[src/rtl/hc_irq_pkg.sv]
package hc_irq_pkg;
  localparam int REG_W = 32;

  localparam int OFF_STAT = 'h0C;
  localparam int OFF_EN   = 'h10;
  localparam int OFF_DIS  = 'h14;

  localparam int BIT_SCHED = 0;
  localparam int BIT_WBD   = 1;
  localparam int BIT_SOF   = 2;
  localparam int BIT_RES   = 3;
  localparam int BIT_UNIMP = 4;
  localparam int BIT_FOVF  = 5;
  localparam int BIT_HUB   = 6;
  localparam int BIT_OWN   = 30;
  localparam int BIT_MIE   = 31;

  localparam logic [REG_W-1:0] STAT_MASK =
      (REG_W'(1) << BIT_SCHED) | (REG_W'(1) << BIT_WBD) | (REG_W'(1) << BIT_SOF) |
      (REG_W'(1) << BIT_RES)   | (REG_W'(1) << BIT_FOVF) | (REG_W'(1) << BIT_HUB) |
      (REG_W'(1) << BIT_OWN);
  localparam logic [REG_W-1:0] EN_MASK = STAT_MASK | (REG_W'(1) << BIT_MIE);
endpackage

[src/rtl/hc_irq_status.sv]
module hc_irq_status
  import hc_irq_pkg::*;
#(
  parameter int NUM_PORTS = 4
) (
  input  logic                 clk_i,
  input  logic                 rst_ni,
  input  logic                 sched_ovr_i,
  input  logic                 wb_done_i,
  input  logic                 sof_i,
  input  logic                 resume_i,
  input  logic                 own_chg_i,
  input  logic                 hub_chg_i,
  input  logic [NUM_PORTS-1:0] port_chg_i,
  input  logic                 frame_msb_i,
  input  logic                 clr_we_i,
  input  logic [REG_W-1:0]     clr_data_i,
  output logic [REG_W-1:0]     status_o
);
  logic             msb_q, msb_vld_q, ovf_evt, any_port;
  logic [REG_W-1:0] set_vec, clr_vec, status_q;

  // msb_vld_q blocks a false toggle on the first clock after reset
  always_ff @(posedge clk_i or negedge rst_ni) begin
    if (!rst_ni) begin
      msb_q     <= 1'b0;
      msb_vld_q <= 1'b0;
    end else begin
      msb_q     <= frame_msb_i;
      msb_vld_q <= 1'b1;
    end
  end

  assign ovf_evt  = msb_vld_q & (frame_msb_i ^ msb_q);
  assign any_port = |port_chg_i;

  always_comb begin
    set_vec            = '0;
    set_vec[BIT_SCHED] = sched_ovr_i;
    set_vec[BIT_WBD]   = wb_done_i;
    set_vec[BIT_SOF]   = sof_i;
    set_vec[BIT_RES]   = resume_i;
    set_vec[BIT_FOVF]  = ovf_evt;
    set_vec[BIT_HUB]   = hub_chg_i | any_port;
    set_vec[BIT_OWN]   = own_chg_i;
    clr_vec            = clr_we_i ? clr_data_i : '0;
  end

  // set dominates clear
  always_ff @(posedge clk_i or negedge rst_ni) begin
    if (!rst_ni) status_q <= '0;
    else         status_q <= (set_vec | (status_q & ~clr_vec)) & STAT_MASK;
  end

  assign status_o = status_q;
endmodule

[src/rtl/hc_irq_enable.sv]
module hc_irq_enable
  import hc_irq_pkg::*;
(
  input  logic             clk_i,
  input  logic             rst_ni,
  input  logic             set_we_i,
  input  logic             clr_we_i,
  input  logic [REG_W-1:0] wdata_i,
  output logic [REG_W-1:0] en_o
);
  logic [REG_W-1:0] en_q, set_bits, clr_bits;

  assign set_bits = set_we_i ? (wdata_i & EN_MASK) : '0;
  assign clr_bits = clr_we_i ? (wdata_i & EN_MASK) : '0;

  always_ff @(posedge clk_i or negedge rst_ni) begin
    if (!rst_ni) en_q <= '0;
    else         en_q <= (en_q | set_bits) & ~clr_bits;
  end

  assign en_o = en_q;
endmodule

[src/rtl/hc_irq_out.sv]
module hc_irq_out
  import hc_irq_pkg::*;
#(
  parameter int ADDR_W = 8
) (
  input  logic              clk_i,
  input  logic              rst_ni,
  input  logic [REG_W-1:0]  status_i,
  input  logic [REG_W-1:0]  en_i,
  input  logic [ADDR_W-1:0] addr_i,
  output logic [REG_W-1:0]  rdata_o,
  output logic              irq_o
);
  logic irq_q, irq_d;

  always_comb begin
    if (addr_i == ADDR_W'(OFF_STAT))
      rdata_o = status_i;
    else if (addr_i == ADDR_W'(OFF_EN) || addr_i == ADDR_W'(OFF_DIS))
      rdata_o = en_i;
    else
      rdata_o = '0;
  end

  assign irq_d = en_i[BIT_MIE] & (|(status_i & en_i & STAT_MASK));

  always_ff @(posedge clk_i or negedge rst_ni) begin
    if (!rst_ni) irq_q <= 1'b0;
    else         irq_q <= irq_d;
  end

  assign irq_o = irq_q;
endmodule

[src/rtl/hc_irq_ctrl.sv]
module hc_irq_ctrl
  import hc_irq_pkg::*;
#(
  parameter int ADDR_W    = 8,
  parameter int NUM_PORTS = 4,
  parameter int FRAME_W   = 16
) (
  input  logic                 clk_i,
  input  logic                 rst_ni,
  input  logic [ADDR_W-1:0]    reg_addr_i,
  input  logic                 reg_we_i,
  input  logic [REG_W-1:0]     reg_wdata_i,
  output logic [REG_W-1:0]     reg_rdata_o,
  input  logic                 evt_sched_ovr_i,
  input  logic                 evt_wb_done_i,
  input  logic                 evt_sof_i,
  input  logic                 evt_resume_i,
  input  logic                 evt_own_chg_i,
  input  logic                 evt_hub_chg_i,
  input  logic [NUM_PORTS-1:0] evt_port_chg_i,
  input  logic [FRAME_W-1:0]   frame_num_i,
  output logic                 irq_o
);
  localparam logic [FRAME_W-1:0] FRAME_MSB = FRAME_W'(1) << (FRAME_W - 1);

  logic [REG_W-1:0] status_q, en_q;
  logic             frame_msb, we_stat, we_en, we_dis;

  assign frame_msb = |(frame_num_i & FRAME_MSB);
  assign we_stat   = reg_we_i && (reg_addr_i == ADDR_W'(OFF_STAT));
  assign we_en     = reg_we_i && (reg_addr_i == ADDR_W'(OFF_EN));
  assign we_dis    = reg_we_i && (reg_addr_i == ADDR_W'(OFF_DIS));

  hc_irq_status #(.NUM_PORTS(NUM_PORTS)) u_status (
    .clk_i       (clk_i),
    .rst_ni      (rst_ni),
    .sched_ovr_i (evt_sched_ovr_i),
    .wb_done_i   (evt_wb_done_i),
    .sof_i       (evt_sof_i),
    .resume_i    (evt_resume_i),
    .own_chg_i   (evt_own_chg_i),
    .hub_chg_i   (evt_hub_chg_i),
    .port_chg_i  (evt_port_chg_i),
    .frame_msb_i (frame_msb),
    .clr_we_i    (we_stat),
    .clr_data_i  (reg_wdata_i),
    .status_o    (status_q)
  );

  hc_irq_enable u_enable (
    .clk_i    (clk_i),
    .rst_ni   (rst_ni),
    .set_we_i (we_en),
    .clr_we_i (we_dis),
    .wdata_i  (reg_wdata_i),
    .en_o     (en_q)
  );

  hc_irq_out #(.ADDR_W(ADDR_W)) u_out (
    .clk_i    (clk_i),
    .rst_ni   (rst_ni),
    .status_i (status_q),
    .en_i     (en_q),
    .addr_i   (reg_addr_i),
    .rdata_o  (reg_rdata_o),
    .irq_o    (irq_o)
  );
endmodule

[config.mk]
export PLATFORM = sky130hd
export DESIGN_NAME = hc_irq_ctrl
export DESIGN_NICKNAME = d
export VERILOG_FILES = /design/src/rtl/hc_irq_pkg.sv /design/src/rtl/hc_irq_status.sv /design/src/rtl/hc_irq_enable.sv /design/src/rtl/hc_irq_out.sv /design/src/rtl/hc_irq_ctrl.sv
export SDC_FILE = /design/constraint.sdc
export NUM_CORES = 1
export LEC_CHECK = 0
export ABC_AREA = 1
export BUFFER_PORTS_ARGS = -buffer_cell sky130_fd_sc_hd__buf_4
export CAP_MARGIN = 20
export CORE_MARGIN = 4
export CORE_UTILIZATION = 35
export CTS_CLUSTER_DIAMETER = 100
export DETAILED_ROUTE_END_ITERATION = 12
export PLACE_DENSITY_LB_ADDON = 0.1
export SLEW_MARGIN = 20
export SYNTH_ARGS = -nofsm -noshare
export SYNTH_HDL_FRONTEND = slang
export SYNTH_SLANG_ARGS = --single-unit
export TNS_END_PERCENT = 10
[constraint.sdc]
create_clock -name clk_i -period 0.8 [get_ports clk_i]
set_input_delay 0.04 -clock clk_i [delete_from_list [all_inputs] [get_ports clk_i]]
set_output_delay 0.04 -clock clk_i [all_outputs]
set_load 0.02 [all_outputs]
======== Word level (Yosys, flattened, before mapping) ========
Index checks and enable logic that the tools add are counted.
storage, ports and cells
  register bits ........................... 42
  input bits .............................. 69
cells by class
  equality and inequality tests ........... 3
  muxes and demuxes ....................... 5
  bitwise logic cells ..................... 11
  reduce and logical (&&, ||, !) cells .... 6
operators by type and width
  kind                count
  $mux 32             4
  $and 31x31->31      2
  $and 32x32->32      1
  $not 32->32         1
  $or 32x32->32       1
  $mux 31             1
  $not 31->31         1
  $or 31x31->31       1
  $eq 8x5->1 const B  2
  $eq 8x4->1 const B  1
  $reduce_or 7->1     1
  $reduce_or 4->1     1
  $logic_and 1x1->1   3
  $and 1x1->1         2
  $logic_or 1x1->1    1
  $or 1x1->1          1
  $xor 1x1->1         1

======== Logic depth before layout (Yosys ltp) ========
  depth in word-level cells ............... 6
  mapped depth ............................ 7
  gate-level depth less buffers ........... 7

======== Cells and area by module ========
A second synthesis with hierarchy kept.
second synthesis, totals
  cells, all modules ...................... 297
  area, all modules ....................... 1838.0 sq um
by module, submodules not included
  module         instances  cells each  area an instance (sq um)
  hc_irq_out     1          139         660.6
  hc_irq_enable  1          83          574.3
  hc_irq_status  1          60          533.0
  hc_irq_ctrl    1          15          70.1

======== Worst setup path before layout ========
Ideal clock, no wire load.
  kind .................................... register to register
  start ................................... register u_status.msb_q
  end ..................................... register u_status.status_q[5], in the netlist u_status.status_o[5]
  library setup time ...................... 0.116 ns
  arrival ................................. 0.734 ns
  required time ........................... 0.684 ns
  slack ................................... -0.051 ns
  cell stages (with the launch flop) ...... 4
  period minus slack after synthesis ...... 0.851 ns
  path through ............................ dfrtp_1 > or2_2 > nand3_1 > nand2_1
between the ends
  longest elaborated chain between the ends .. 3
RTL lines
  item                    RTL line             source
  from (decl)             hc_irq_status.sv:20  logic msb_q, msb_vld_q, ovf_evt, any_port;
  from (signal assigned)  hc_irq_status.sv:29  msb_q <= frame_msb_i;
  $xor 1x1->1             hc_irq_status.sv:34  assign ovf_evt = msb_vld_q & (frame_msb_i ^ msb_q);
  $and 1x1->1             hc_irq_status.sv:34
  $or 31x31->31           hc_irq_status.sv:52  else status_q <= (set_vec | (status_q & ~clr_vec)) & STAT_MASK;
  to (signal assigned)    hc_irq_status.sv:52
  to (decl)               hc_irq_status.sv:21  logic [REG_W-1:0] set_vec, clr_vec, status_q;
No other way between the ends.

======== Worst setup path in the final report ========
  start ................................... register u_status.status_q[1], in the netlist u_status.status_o[1]
  end ..................................... output reg_rdata_o[1]
between the ends
  longest elaborated chain between the ends .. 1
RTL lines
  item       RTL line           source
  $mux 32    hc_irq_out.sv:17   if (addr_i == ADDR_W'(OFF_STAT))
  to (decl)  hc_irq_ctrl.sv:13  output logic [REG_W-1:0] reg_rdata_o,
No other way between the ends.

==> out/summary.log <==
qor: outcome.run_status finished, violations left
qor: outcome.failed_checks setup timing
qor: yosys.syn-instance-count 179
qor: final_layout.nets_finish 319
qor: clock_network.cts_htree_levels 1
qor: timing.clock-skew-final 0.00624 ns
qor: power_and_ir_drop.power.density 1030 nW/um2
qor: placement.port-buffer-count 38
qor: global_routing.grt_overflow_total 0
qor: final_layout.multi_input_comb_area 634 um2
qor: timing.rsz0062_at_grt true
qor: worst_setup_path.cp-start-kind register
qor: floorplanning.die-area 4610 um2
qor: timing.tns -2.58 ns
qor: global_routing.grt_pass1_wl 4710 um
qor: worst_setup_path.worstPathArrival 1.08 ns
qor: route.drt_antenna_net_count 0
qor: yosys.synth-warning-count 0
qor: timing.setup_slack -0.316 ns
qor: timing.maxClockFrequency 896 MHz
qor: timing.final.min_clock_period 1.12 ns
qor: route.detail_route.drc_violations 0
qor: worst_setup_path.worst_path_fanout_max 2
qor: timing.final_hold_viol_count 0
qor: flow_run.max_cap_viol_count 0
qor: power_and_ir_drop.vdd_ir_drop_max 0.471 mV
qor: final_layout.area.sequential 450 um2
qor: yosys.synth_area 1250 um2
qor: final_layout.area_delta_synth_final 53.2%
qor: route.post_drt_via_cell_ratio 4.21
qor: route.detailroute.via_count 1243
qor: route.drt_iter0_drc 32
qor: clock_network.cts_tree yes
qor: final_layout.insertedDiodeCount 0
qor: clock_network.clkSinkCount 18
qor: yosys.post_syn_area_per_cell 7.01 um2
qor: route.wire_per_inst 10.1 um
qor: floorplanning.floorplan.initialDensity 0.370
qor: placement.dp.final_hpwl 2240 um
qor: timing.timing_max_transition_violations_final 0
qor: floorplanning.design.core.area 3390 um2
qor: floorplanning.vertical_die_dimension 67.9 um
qor: final_layout.layout-drive-gt1-share 0.361
qor: worst_setup_path.setup.worst_path.end_class primary output
qor: global_routing.gr-usage-all-layers 0.137
qor: worst_setup_path.worst_ep_required_time 0.76 ns
qor: clock_network.root_buffer sky130_fd_sc_hd__clkbuf_4
qor: global_routing.grt_max_degree 19
qor: yosys.yosys_register_bits 18
qor: global_routing.antenna_found_initial 0
qor: placement.gpl.final_weighted_congestion 0.752
qor: clock_network.cts_made_buffers 3
qor: hold_path.min-delay-path-class input port to register
qor: clock_network.clk_pin_slew 0.11 ns
qor: floorplanning.row_count 21
qor: timing.setup-violations-final 12
qor: yosys.sequential_fraction_of_the_synthesis_area 0.359
qor: floorplanning.die_width 67.9 um
qor: clock_network.clock_insertion_delay_worst_skew 0.29 ns
qor: global_routing.first_global_vias 1085
qor: timing.finalCritPeriodShare 1.39
qor: clock_network.cts_buffer_depth 2
qor: route.finalWirelength 2970 um
qor: power_and_ir_drop.power.leakage 1.06 nW
qor: timing.fin_hold_ws 0.0138 ns
qor: floorplanning.ios 102
qor: yosys.post_synth_num_cell_types 19
qor: final_layout.fillCellCount 323
qor: worst_setup_path.critPathKind register to primary output
qor: route.dr.pass1.iters 4
==> cell usage after synthesis <==
cell type	instances	area share
sky130_fd_sc_hd__clkbuf_2	1	0.0040
sky130_fd_sc_hd__a21oi_1	9	0.036
sky130_fd_sc_hd__clkbuf_4	1	0.0060
sky130_fd_sc_hd__nor2_4	4	0.036
sky130_fd_sc_hd__o21a_1	1	0.0060
sky130_fd_sc_hd__nor3_1	1	0.0040
sky130_fd_sc_hd__buf_6	1	0.0090
sky130_fd_sc_hd__nor3b_1	1	0.0060
sky130_fd_sc_hd__nand3_2	3	0.024
sky130_fd_sc_hd__nor2_1	14	0.042
sky130_fd_sc_hd__conb_1	2	0.0060
sky130_fd_sc_hd__dfrtp_1	18	0.36
sky130_fd_sc_hd__or2_2	1	0.0050
sky130_fd_sc_hd__inv_1	28	0.084
sky130_fd_sc_hd__nand3_1	17	0.068
sky130_fd_sc_hd__nand4_1	1	0.0050
sky130_fd_sc_hd__nand2_2	1	0.0050
sky130_fd_sc_hd__buf_4	24	0.14
sky130_fd_sc_hd__nand2_1	51	0.15
==> registers in the layout (all words and copies together) (netlist names) <==
register	flops
u_enable.en_o	8
u_status.msb_q	1
u_status.status_o	7
u_out.irq_o	1
u_status.msb_vld_q	1
==> layout make-up <==
type,count,area share
inverter,28,0.0547
sequential,18,0.234
timing repair buffer,70,0.332
clock buffer,4,0.0189
tap,46,0.0299
multi-input combinational,129,0.330
==> layer usage <==
| layer | track usage | share of wire |
|---|---|---|
| met4 | 0.0546 | 0.0054 |
| met2 | 0.236 | 0.53 |
| met5 | 0 | 0 |
| met3 | 0.0279 | 0.063 |
| met1 | 0.167 | 0.40 |
==> through the flow <==
stage | utilization | cell area [um2] | std cells | worst slack (ns) | total power [mW]
floorplan | - | 1350 | 202 | 0.00179 | 1.26
global placement | 0.480 | 1630 | 274 | -0.303 | 1.37
detailed placement | 0.480 | 1630 | 274 | -0.336 | 1.38
CTS | 0.563 | 1910 | 295 | -0.328 | 2.02
global route | 0.567 | 1920 | 295 | -0.376 | 2.09
finish | 0.567 | 1920 | 295 | -0.316 | 1.98
==> worst paths after layout <==
path / slack, ns / start / endpoint / depth (start not counted)
hold reg to reg: 0.49 / u_status.msb_vld_q$_DFF_PN0_ / u_status.status_o[5]$_DFF_PN0_ / 2
min in group asynchronous: 0.14 / rst_ni / u_out.irq_o$_DFF_PN0_ / 2
setup reg to reg: -0.19 / u_status.status_o[3]$_DFF_PN0_ / u_out.irq_o$_DFF_PN0_ / 4
hold / removal: 0.01 / reg_wdata_i[5] / u_enable.en_o[5]$_DFF_PN0_ / 3
setup / recovery: -0.32 / u_status.status_o[1]$_DFF_PN0_ / reg_rdata_o[1] / 4
max in group asynchronous: 0.45 / rst_ni / u_status.status_o[3]$_DFF_PN0_ / 2
==> worst max-delay path: stages (launching register included) <==
cell	delay (ns)
sky130_fd_sc_hd__dfrtp_1	0.41
sky130_fd_sc_hd__buf_4	0.14
sky130_fd_sc_hd__nand2_2	0.06
sky130_fd_sc_hd__nand2_2	0.05
sky130_fd_sc_hd__buf_6	0.12
==> cells by family (layout without fill, tap and decap cells) <==
group,after synthesis,in the layout,synth area share
AND/OR/NAND/NOR,94,94,0.347
flip-flops,18,18,0.359
other,2,25,0.00598
AO/OA/AOI/OAI,10,10,0.0419
buffers and inverters,55,102,0.246
==> repair_timing <==
item,in CTS,in global routing
hold endpoints to repair,26,0
resized for setup,30,4
buffers inserted,7,0
endpoints found under the setup margin,11,12
pin swaps,13,2
hold buffers,10,0
==> where the power goes <==
group	total (mW)	switching (mW)	leakage (nW)	internal (mW)
clock network	0.568	0.290	0.0210	0.277
logic	0.461	0.255	0.868	0.206
registers	0.953	0.0166	0.166	0.936
total	1.98	0.562	1.06	1.42
==> cell usage in the layout (no fill, tap or decap), drive strengths merged <==
master       netlist  final
nor3b              1      1
nand2             52     52
dfrtp             18     18
nand3             20     20
a21oi              9      9
nor3               1      1
o21a               1      1
conb               2     25
nand4              1      1
inv               28     28
buf               25     60
nor2              18     18
dlygate4sd3        0     10
or2                1      1
clkbuf             2      4
Note: power is estimated with default switching activity, not from simulation.
